`config.mk`:
```
export PLATFORM = sky130hd
export DESIGN_NAME = sync_serial_tx
export DESIGN_NICKNAME = d
export VERILOG_FILES = /design/src/rtl/sst_pkg.sv /design/src/rtl/sst_frame_store.sv /design/src/rtl/sst_sequencer.sv /design/src/rtl/sst_clk_gen.sv /design/src/rtl/sync_serial_tx.sv
export SDC_FILE = /design/constraint.sdc
export NUM_CORES = 1
export LEC_CHECK = 0
export ABC_AREA = 0
export BUFFER_PORTS_ARGS = -buffer_cell sky130_fd_sc_hd__buf_4
export CORE_MARGIN = 5
export CORE_UTILIZATION = 45
export CTS_BUF_LIST = sky130_fd_sc_hd__clkbuf_16
export DETAILED_ROUTE_END_ITERATION = 16
export GPL_ROUTABILITY_DRIVEN = 0
export GPL_TIMING_DRIVEN = 0
export MAX_ROUTING_LAYER = met4
export PLACE_DENSITY_LB_ADDON = 0.1
export SKIP_LAST_GASP = 1
export SLEW_MARGIN = 20
export SYNTH_ARGS = -nofsm -noshare
export SYNTH_HDL_FRONTEND = slang
export SYNTH_SLANG_ARGS = --single-unit
```
`constraint.sdc`:
```
create_clock -name clk -period 3.5 [get_ports clk]
set_clock_uncertainty 0.05 [all_clocks]
set_input_delay 0.525 -clock clk [delete_from_list [all_inputs] [get_ports clk]]
set_output_delay 0.525 -clock clk [all_outputs]
set_load 0.1 [all_outputs]
```
`src/rtl/sst_pkg.sv`:
```
package sst_pkg;

   typedef enum logic [2:0] {
      PH_IDLE,
      PH_START,
      PH_DATA,
      PH_STOP,
      PH_BREAK,
      PH_BRK_STOP
   } phase_e;

   // encoding decoded by the sequencer, fixed by the control field
   typedef enum logic [1:0] {
      STOP_ONE      = 2'b00,
      STOP_HALF     = 2'b01,
      STOP_TWO      = 2'b10,
      STOP_ONE_HALF = 2'b11
   } stop_e;

   typedef struct packed {
      stop_e stop;
      logic  clk_en;
      logic  cpol;
      logic  cpha;
   } frame_cfg_t;

endpackage

```
`src/rtl/sst_frame_store.sv`:
```
module sst_frame_store
   import sst_pkg::*;
#(
   parameter int DATA_W = 8
) (
   input  logic              clk,
   input  logic              rst_n,
   input  logic              load,
   input  logic              shift,
   input  frame_cfg_t        cfg_in,
   input  logic [DATA_W-1:0] data_in,
   output frame_cfg_t        cfg_q,
   output logic              bit_q
);

   logic [DATA_W-1:0] sr;

   always_ff @(posedge clk) begin
      if (!rst_n)
         cfg_q <= frame_cfg_t'('0);
      else if (load)
         cfg_q <= cfg_in;
   end

   for (genvar i = 0; i < DATA_W; i++) begin : g_bit
      logic next_in;
      if (i == DATA_W - 1) begin : g_top
         assign next_in = 1'b1;
      end else begin : g_mid
         assign next_in = sr[i+1];
      end
      always_ff @(posedge clk) begin
         if (!rst_n)
            sr[i] <= 1'b1;
         else if (load)
            sr[i] <= data_in[i];
         else if (shift)
            sr[i] <= next_in;
      end
   end

   assign bit_q = sr[0];

endmodule

```
`src/rtl/sst_sequencer.sv`:
```
module sst_sequencer
   import sst_pkg::*;
#(
   parameter int DATA_W   = 8,
   parameter int OVS      = 16,
   parameter int BRK_BITS = 13,
   localparam int TW      = $clog2(BRK_BITS * OVS),
   localparam int BW      = $clog2(DATA_W)
) (
   input  logic          clk,
   input  logic          rst_n,
   input  logic          tick,
   input  logic          start_data,
   input  logic          start_break,
   input  stop_e         stop_sel,
   output phase_e        phase,
   output logic [TW-1:0] tcnt,
   output logic          shift,
   output logic          busy
);

   localparam logic [TW-1:0] BIT_T   = TW'(OVS);
   localparam logic [TW-1:0] HALF_T  = TW'(OVS / 2);
   localparam logic [TW-1:0] BRK_T   = TW'(BRK_BITS * OVS);
   localparam logic [BW-1:0] LAST_IX = BW'(DATA_W - 1);

   logic [TW-1:0] stop_len;
   logic [TW-1:0] len;
   logic [BW-1:0] bidx;
   logic          last;

   always_comb begin
      unique case (stop_sel)
         STOP_HALF:     stop_len = HALF_T;
         STOP_ONE:      stop_len = BIT_T;
         STOP_ONE_HALF: stop_len = BIT_T + HALF_T;
         default:       stop_len = BIT_T + BIT_T;
      endcase
   end

   always_comb begin
      unique case (phase)
         PH_STOP:  len = stop_len;
         PH_BREAK: len = BRK_T;
         default:  len = BIT_T;
      endcase
   end

   assign last  = tick && (tcnt == len - TW'(1));
   assign shift = (phase == PH_DATA) && last;
   assign busy  = (phase != PH_IDLE);

   always_ff @(posedge clk) begin
      if (!rst_n) begin
         phase <= PH_IDLE;
         tcnt  <= '0;
         bidx  <= '0;
      end else if (phase == PH_IDLE) begin
         tcnt <= '0;
         bidx <= '0;
         if (start_break)
            phase <= PH_BREAK;
         else if (start_data)
            phase <= PH_START;
      end else if (tick) begin
         if (last) begin
            tcnt <= '0;
            unique case (phase)
               PH_START: begin
                  phase <= PH_DATA;
                  bidx  <= '0;
               end
               PH_DATA: begin
                  if (bidx == LAST_IX)
                     phase <= PH_STOP;
                  else
                     bidx <= bidx + BW'(1);
               end
               PH_BREAK: phase <= PH_BRK_STOP;
               default:  phase <= PH_IDLE;
            endcase
         end else begin
            tcnt <= tcnt + TW'(1);
         end
      end
   end

endmodule

```
`src/rtl/sst_clk_gen.sv`:
```
module sst_clk_gen
   import sst_pkg::*;
#(
   parameter int OVS = 16,
   parameter int TW  = 8
) (
   input  phase_e        phase,
   input  logic [TW-1:0] tcnt,
   input  logic          busy,
   input  logic          clk_en_q,
   input  logic          cpol_q,
   input  logic          cpha_q,
   input  logic          cpol_live,
   output logic          clk_line
);

   localparam logic [TW-1:0] MID_T = TW'(OVS / 2);

   logic second_half;
   logic active;

   assign second_half = (tcnt >= MID_T);
   assign active      = clk_en_q && (phase == PH_DATA) &&
                        (cpha_q ? !second_half : second_half);

   always_comb begin
      if (busy)
         clk_line = cpol_q ^ active;
      else
         clk_line = cpol_live;
   end

endmodule

```
`src/rtl/sync_serial_tx.sv`:
```
module sync_serial_tx
   import sst_pkg::*;
#(
   parameter int DATA_W   = 8,
   parameter int OVS      = 16,
   parameter int BRK_BITS = 13,
   localparam int TW      = $clog2(BRK_BITS * OVS)
) (
   input  logic              clk,
   input  logic              rst_n,
   input  logic              baud_tick,
   input  logic [1:0]        cfg_stop,
   input  logic              cfg_clk_en,
   input  logic              cfg_cpol,
   input  logic              cfg_cpha,
   input  logic              cfg_lin_en,
   input  logic              in_valid,
   input  logic [DATA_W-1:0] in_data,
   output logic              in_ready,
   input  logic              brk_req,
   output logic              tx_line,
   output logic              clk_line,
   output logic              busy
);

   if (OVS < 4 || (OVS % 2) != 0) begin : g_bad_ovs
      $error("OVS must be even and at least 4");
   end
   if (DATA_W < 2) begin : g_bad_width
      $error("DATA_W must be at least 2");
   end
   if (BRK_BITS < 2) begin : g_bad_brk
      $error("BRK_BITS must be at least 2");
   end

   frame_cfg_t    cfg_in;
   frame_cfg_t    cfg_q;
   phase_e        phase;
   logic [TW-1:0] tcnt;
   logic          shift;
   logic          bit_q;
   logic          brk_take;
   logic          data_take;

   assign brk_take  = brk_req && cfg_lin_en && !busy;
   assign in_ready  = !busy && !(brk_req && cfg_lin_en);
   assign data_take = in_valid && in_ready;

   assign cfg_in = '{stop: stop_e'(cfg_stop), clk_en: cfg_clk_en,
                     cpol: cfg_cpol, cpha: cfg_cpha};

   sst_frame_store #(.DATA_W(DATA_W)) u_store (
      .clk     (clk),
      .rst_n   (rst_n),
      .load    (data_take || brk_take),
      .shift   (shift),
      .cfg_in  (cfg_in),
      .data_in (in_data),
      .cfg_q   (cfg_q),
      .bit_q   (bit_q)
   );

   sst_sequencer #(.DATA_W(DATA_W), .OVS(OVS), .BRK_BITS(BRK_BITS)) u_seq (
      .clk         (clk),
      .rst_n       (rst_n),
      .tick        (baud_tick),
      .start_data  (data_take),
      .start_break (brk_take),
      .stop_sel    (cfg_q.stop),
      .phase       (phase),
      .tcnt        (tcnt),
      .shift       (shift),
      .busy        (busy)
   );

   sst_clk_gen #(.OVS(OVS), .TW(TW)) u_clk (
      .phase     (phase),
      .tcnt      (tcnt),
      .busy      (busy),
      .clk_en_q  (cfg_q.clk_en),
      .cpol_q    (cfg_q.cpol),
      .cpha_q    (cfg_q.cpha),
      .cpol_live (cfg_cpol),
      .clk_line  (clk_line)
   );

   always_comb begin
      unique case (phase)
         PH_START, PH_BREAK: tx_line = 1'b0;
         PH_DATA:            tx_line = bit_q;
         default:            tx_line = 1'b1;
      endcase
   end

endmodule

```
==> metrics.cfg, run 1 <==
[setup_path]
r2r_slack_ns = 0.28
reg2reg_depth = 10
crit_required_ns = 3.56
path_class = flip-flop to flip-flop
critPathLaunchType = flip-flop
cp_max_fo = 9
timing.rr.start = u_store.cfg_q[3]
end_kind = flip-flop
regToRegEndpoint = u_store.g_bit[0].next_in
critPathArrivalTime_ns = 3.28
cp-startpoint = u_store.cfg_q[3]

[routing]
initialDrtViolationCount = 81
drt_pass1_iterations = 4
via_count = 1521
routed_wl_microns = 3680
drcViolationCount = 0
viasPerCell = 5.53
ant_nets = 0
wl_per_cell_microns = 13.4

[sta]
fmax_mhz = 311
finalHoldViolations = 0
slew_headroom = 0.460
finalCriticalPeriod_ns = 3.22
worst_slack_ns = 0.281
min_period_over_period = 0.920
rsz0062_at_grt = no
slew_viol_final = 0
finalSetupViolCount = 0
fin_setup_tns_ns = 0
tightest_slew_ns = 0.803

[clock_tree]
cts_buffer_depth = 2
cts_setup_buffers = 0
ctsHoldBuffers = 0
h-tree-depth = 1
clk_pin_slew_worst_paths_ns = 0.07
cts-buffers-inserted = 3
cts_tree = done
ctsResizeCount = 0
worstSkewPairLatency_ns = 0.26
clock_sinks = 27
root_buffer = clkbuf_16

[min_path]
hp-start = u_seq.bidx[2]
holdPathStages = 2
hp-class = flip-flop to flip-flop
whs_endpoint = u_seq.bidx[2]

[power_and_ir_drop]
powerDensity_mw_per_mm2 = 636
seqPwrFrac = 0.334
p_int_w = 0.000669
fin_total_pwr_w = 0.00121
p_clk_frac = 0.213
power_leakage_nw = 0.699
comb_power_share = 0.453
switchingPower_w = 0.000541
power.share.switching = 0.447
ir_worst_vdd_uv = 309

[synthesis]
ys_types = 42
syn-num-nets = 232
yosysWarnings = 0
netlist_area_sq_mm = 0.00161
synth_edf_count = 0
synth_top_area_share = 0.336
synth_top_area_cell = dfxtp_1
synth-main-ff-cell = dfxtp_1
syn-instance-count = 205
post_synth.cell_area_avg_sq_um = 7.86
synth.ff_latch_count = 27
synthArstFlopShare = 0
synth_area_leaders = dfxtp_1 (34%), nand2_1 (9.3%), ha_1 (6.2%)
yosysSeqAreaShare = 0.336

[placement]
pre_cts_ws_ns = 0.226
port_buffers = 20
post-dp-hpwl_microns = 2820
place_area_sq_mm = 0.00182

[job]
drv_cap = 0

[finish]
final_area_sq_mm = 0.00190
final_core_util = 0.561
fillers = 329
final_common_cell = nand2_1
fin_nets = 257
syn_to_final_growth_pct = 18.2
antenna_cells = 0
final_layout_size_suffix_gt1_frac = 0.131
mostFrequentLayoutCells = nand2_1 (40), dfxtp_1 (27), buf_4 (21)

[die]
die_width_microns = 69.8
rows = 21
ioPinCount = 23
start_util = 0.475
core_area_sq_mm = 0.00339
die_y_microns = 69.8
dieArea_sq_mm = 0.00487

[run_status]
outcome = finished clean

[global_routing]
gr-total-overflow = 0
first_global_vias = 1543
globalRouteTotalUtil = 0.164
antenna_found_initial = 0
grt_pass1_wl_microns = 6620
grt_max_degree = 15

synth_stat cells (all sizes together), types with 4 or more instances:
cell type	number
nand2	40
o21ai	10
nand3	7
ha	8
a41oi	7
inv	7
xnor2	6
a21boi	5
nor3	8
dfxtp	27
nand4	4
or3	4
clkbuf	10
nor2	18
nor4b	7
xor2	6
worst max-delay path, cell delays in order, from the launching register on:
cell      delay, ns
dfxtp_1        0.37
inv_1          0.06
ha_1           0.30
nor4bb_2       0.31
ha_1           0.27
o21ai_0        0.12
a221o_1        0.40
or4_1          0.50
buf_2          0.20
o21ai_2        0.31
a41oi_1        0.17
per-stage QoR:
stage / hold WS [ns] / cells
CTS: 0.419 / 275
finish: 0.415 / 275
floorplan: 0.388 / 205
global placement: 0.401 / 271
detailed placement: 0.410 / 271
global route: 0.444 / 275
state kept, by name, indices dropped and copies added, names as in the netlist:
register	count
u_seq.tcnt	8
u_seq.phase	3
u_store.g_bit.next_in	7
u_store.bit_q	1
u_seq.bidx	3
u_store.cfg_q	5
worst max-delay path by stage:
stage                                           to  cells after the start  slack [ns]
after floorplan                           in_ready                      4        0.09
after global placement    u_store.g_bit[3].next_in                     10        0.29
after detailed placement  u_store.g_bit[0].next_in                     10        0.23
after CTS                 u_store.g_bit[0].next_in                     10        0.21
after global routing      u_store.g_bit[0].next_in                     10        0.06
final                     u_store.g_bit[0].next_in                     10        0.28
cells by family (layout without fill, tap and decap cells):
kind of cell,after synthesis,in the layout,share of synthesized area
and+or+nand+nor,102,102,0.323
xor gates and xnor gates,12,12,0.0653
adders and majority gates,8,8,0.0622
AOI/OAI and AO/OA,33,33,0.145
buffers and inverters,20,44,0.0497
DFF,27,27,0.336
muxes,3,3,0.0186
cell type report:
type / instances / area [sq um] / share of cell area
sequential: 27 / 541 / 0.284
multi-input combinational: 158 / 996 / 0.523
clock buffer: 3 / 75.1 / 0.0394
timing repair buffer: 20 / 150 / 0.0789
buffer: 13 / 53.8 / 0.0283
clock inverter: 1 / 3.75 / 0.00197
inverter: 7 / 26.3 / 0.0138
tap: 46 / 57.6 / 0.0302
routing by layer:
layer | vias up | share of wire | track usage
li1 | 766 | - | -
met1 | 716 | 0.43 | 0.187
met2 | 35 | 0.51 | 0.290
met3 | 4 | 0.055 | 0.0420
met4 | 0 | 0.0073 | 0.0298
met5 | - | 0 | -
power by group through the flow:
stage / logic (W) / clock network [W] / registers, W
final: 0.000548 / 0.000257 / 0.000405
after global routing: 0.000601 / 0.000274 / 0.000413
after global placement: 0.000535 / 0 / 0.000406
after CTS: 0.000549 / 0.000264 / 0.000403
after detailed placement: 0.000548 / 0 / 0.000410
after floorplan: 0.000430 / 0 / 0.000400
(Power assumes the default switching activity.)
==> inputs of run 2 (changes only) <==
- GPL_ROUTABILITY_DRIVEN: 0 -> unset
- PLACE_DENSITY_LB_ADDON: 0.1 -> 0.05
==> metrics.cfg, run 2 (synthesis results as in run 1) <==
[run_status]
outcome = finished clean

[global_routing]
grt_pass1_wl_microns = 6260  ; -5.4%
antenna_found_initial = 0  ; unchanged
globalRouteTotalUtil = 0.157  ; -0.00664
first_global_vias = 1475  ; -4.4%
grt_max_degree = 17  ; +2
gr-total-overflow = 0  ; unchanged

[job]
drv_cap = 0  ; unchanged

[sta]
fin_setup_tns_ns = 0  ; unchanged
fmax_mhz = 315  ; +1.2%
rsz0062_at_grt = no
finalSetupViolCount = 0  ; unchanged
slew_headroom = 0.398  ; -0.0614
tightest_slew_ns = 0.895  ; +0.0914 ns
finalHoldViolations = 0  ; unchanged
holdWs_ns = 0.415  ; -0.000135 ns
slew_viol_final = 0  ; unchanged
min_period_over_period = 0.908  ; -0.0112
finalCriticalPeriod_ns = 3.18  ; -0.0392 ns

[setup_path]
crit_family = simple AND/OR/NAND/NOR gates
path_cells = inv_1 -> ha_1 -> nor4bb_2 -> ha_1 -> o21ai_0 -> a221o_1 -> or4_1 -> buf_2 -> nor3_4 -> mux2i_1
critPathLaunchType = flip-flop
cp_num_buf_inv = 2  ; unchanged
path_class = flip-flop to flip-flop
cp_max_fo = 9  ; unchanged
critPathArrivalTime_ns = 3.33  ; +0.05 ns
crit_slowest_cell = or4_1
crit_path_frequent_cell = ha_1
slowest_delay_ns = 0.51  ; about the same
end_kind = flip-flop
crit_required_ns = 3.65  ; +0.09 ns

[clock_tree]
worstSkewPairLatency_ns = 0.26  ; about the same
cts_buffer_depth = 2  ; unchanged
root_buffer = clkbuf_16
clock_sinks = 27  ; unchanged
clk_pin_slew_worst_paths_ns = 0.07  ; about the same
ctsHoldBuffers = 0  ; unchanged
h-tree-depth = 1  ; unchanged
cts_tree = done
cts-buffers-inserted = 3  ; unchanged

[routing]
via_count = 1497  ; -1.6%
drt_pass1_iterations = 4  ; unchanged
wl_per_cell_microns = 13.4  ; -0.19%
initialDrtViolationCount = 73  ; -9.9%
viasPerCell = 5.44  ; -1.6%
routed_wl_microns = 3680  ; -0.19%
ant_nets = 0  ; unchanged
drcViolationCount = 0  ; unchanged

[power_and_ir_drop]
ir_worst_vdd_uv = 358  ; +16%
switchingPower_w = 0.000557  ; +2.9%
comb_power_share = 0.453  ; about the same
powerDensity_mw_per_mm2 = 643  ; +1.1%
power_leakage_nw = 0.695  ; -0.61%
p_clk_frac = 0.218  ; +0.005
p_int_w = 0.000674  ; +0.75%
seqPwrFrac = 0.329  ; -0.005
fin_total_pwr_w = 0.00123  ; +1.7%
power.share.switching = 0.452  ; +0.00522

[die]
die_y_microns = 69.8  ; unchanged
core_area_sq_mm = 0.00339  ; unchanged
rows = 21  ; unchanged
die_width_microns = 69.8  ; unchanged
ioPinCount = 23  ; unchanged
dieArea_sq_mm = 0.00487  ; unchanged
start_util = 0.475  ; unchanged

[placement]
dp.cells = 271  ; unchanged
gp_congestion = 0.823
post-dp-hpwl_microns = 2710  ; -3.7%
port_buffers = 20  ; unchanged

[finish]
syn_to_final_growth_pct = 18.9
fillers = 324  ; -1.5%
fin_nets = 257  ; unchanged
final_layout_size_suffix_gt1_frac = 0.135  ; +0.00437
largest_reg_flops = 8  ; unchanged
mostFrequentLayoutCells = nand2_1 (40), dfxtp_1 (27), buf_4 (21)
instances_no_fill = 275  ; unchanged
top_register = u_seq.tcnt
final_common_cell = nand2_1
antenna_cells = 0  ; unchanged

[min_path]
hp-class = flip-flop to flip-flop

[run 2: changes by cell type in the layout (fill, tap and decap cells not counted), sizes merged]
cell and change:
clkinvlp +1, inv -1
[run 2: worst reg2reg max path, stage by stage, from the launching register on]
cell and delay (ns):
dfxtp_1 0.38, inv_1 0.06, ha_1 0.31, nor4bb_2 0.32, ha_1 0.28, o21ai_0 0.12, a221o_1 0.40, or4_1 0.51
buf_2 0.21, nor3_4 0.27, mux2i_1 0.21
[run 2: layout make-up]
class	instances	area, sq um	share of cell area
clock inverters	1	7.51	0.00392
multi-input cells	158	1000	0.524
inverters	7	26.3	0.0137
flip-flops and latches	27	541	0.282
repair buffers	20	150	0.0784
plain buffers	13	53.8	0.0281
clock buffers	3	75.1	0.0392
well taps	46	57.6	0.0301
[run 2: power by group through the flow]
| stage | logic [W] | registers (W) | clock network [W] |
|---|---|---|---|
| after floorplan | 0.000430 | 0.000400 | 0 |
| after global placement | 0.000536 | 0.000407 | 0 |
| after detailed placement | 0.000548 | 0.000409 | 0 |
| after CTS | 0.000552 | 0.000403 | 0.000273 |
| after global routing | 0.000605 | 0.000412 | 0.000285 |
| final | 0.000557 | 0.000404 | 0.000269 |
[run 2: metal layers]
metal | share of wire | up-vias | track usage | routed length (microns)
li1 | - | 768 | - | -
met1 | 0.46 | 699 | 0.185 | 1690
met2 | 0.50 | 26 | 0.271 | 1850
met3 | 0.025 | 4 | 0.0246 | 91
met4 | 0.011 | 0 | 0.0511 | 42
met5 | 0 | - | - | 0
[run 2: timing repair]
action / CTS / global route
gates resized for setup: 0 / 2
setup buffers: 0 / 0
endpoints found under the setup margin: 0 / 8
[run 2: worst paths after layout]
kind / startpoint / slack [ns] / endpoint / cells past startpoint
max reg2reg: u_store.cfg_q[3] / 0.32 / u_seq.bidx[1] / 10
min reg2reg: u_seq.bidx[2] / 0.41 / u_seq.bidx[2] / 2
max: u_store.cfg_q[3] / 0.32 / u_seq.bidx[1] / 10
min: u_seq.bidx[2] / 0.41 / u_seq.bidx[2] / 2
[run 2: through the flow]
step	setup WS (ns)	util	cell area (sq um)
2_1_floorplan	0.0879	-	1610
3_3_place_gp	0.300	0.536	1820
3_5_place_dp	0.251	0.536	1820
4_1_cts	0.193	0.561	1900
5_1_grt	0.0675	0.565	1910
6_report	0.321	0.565	1910
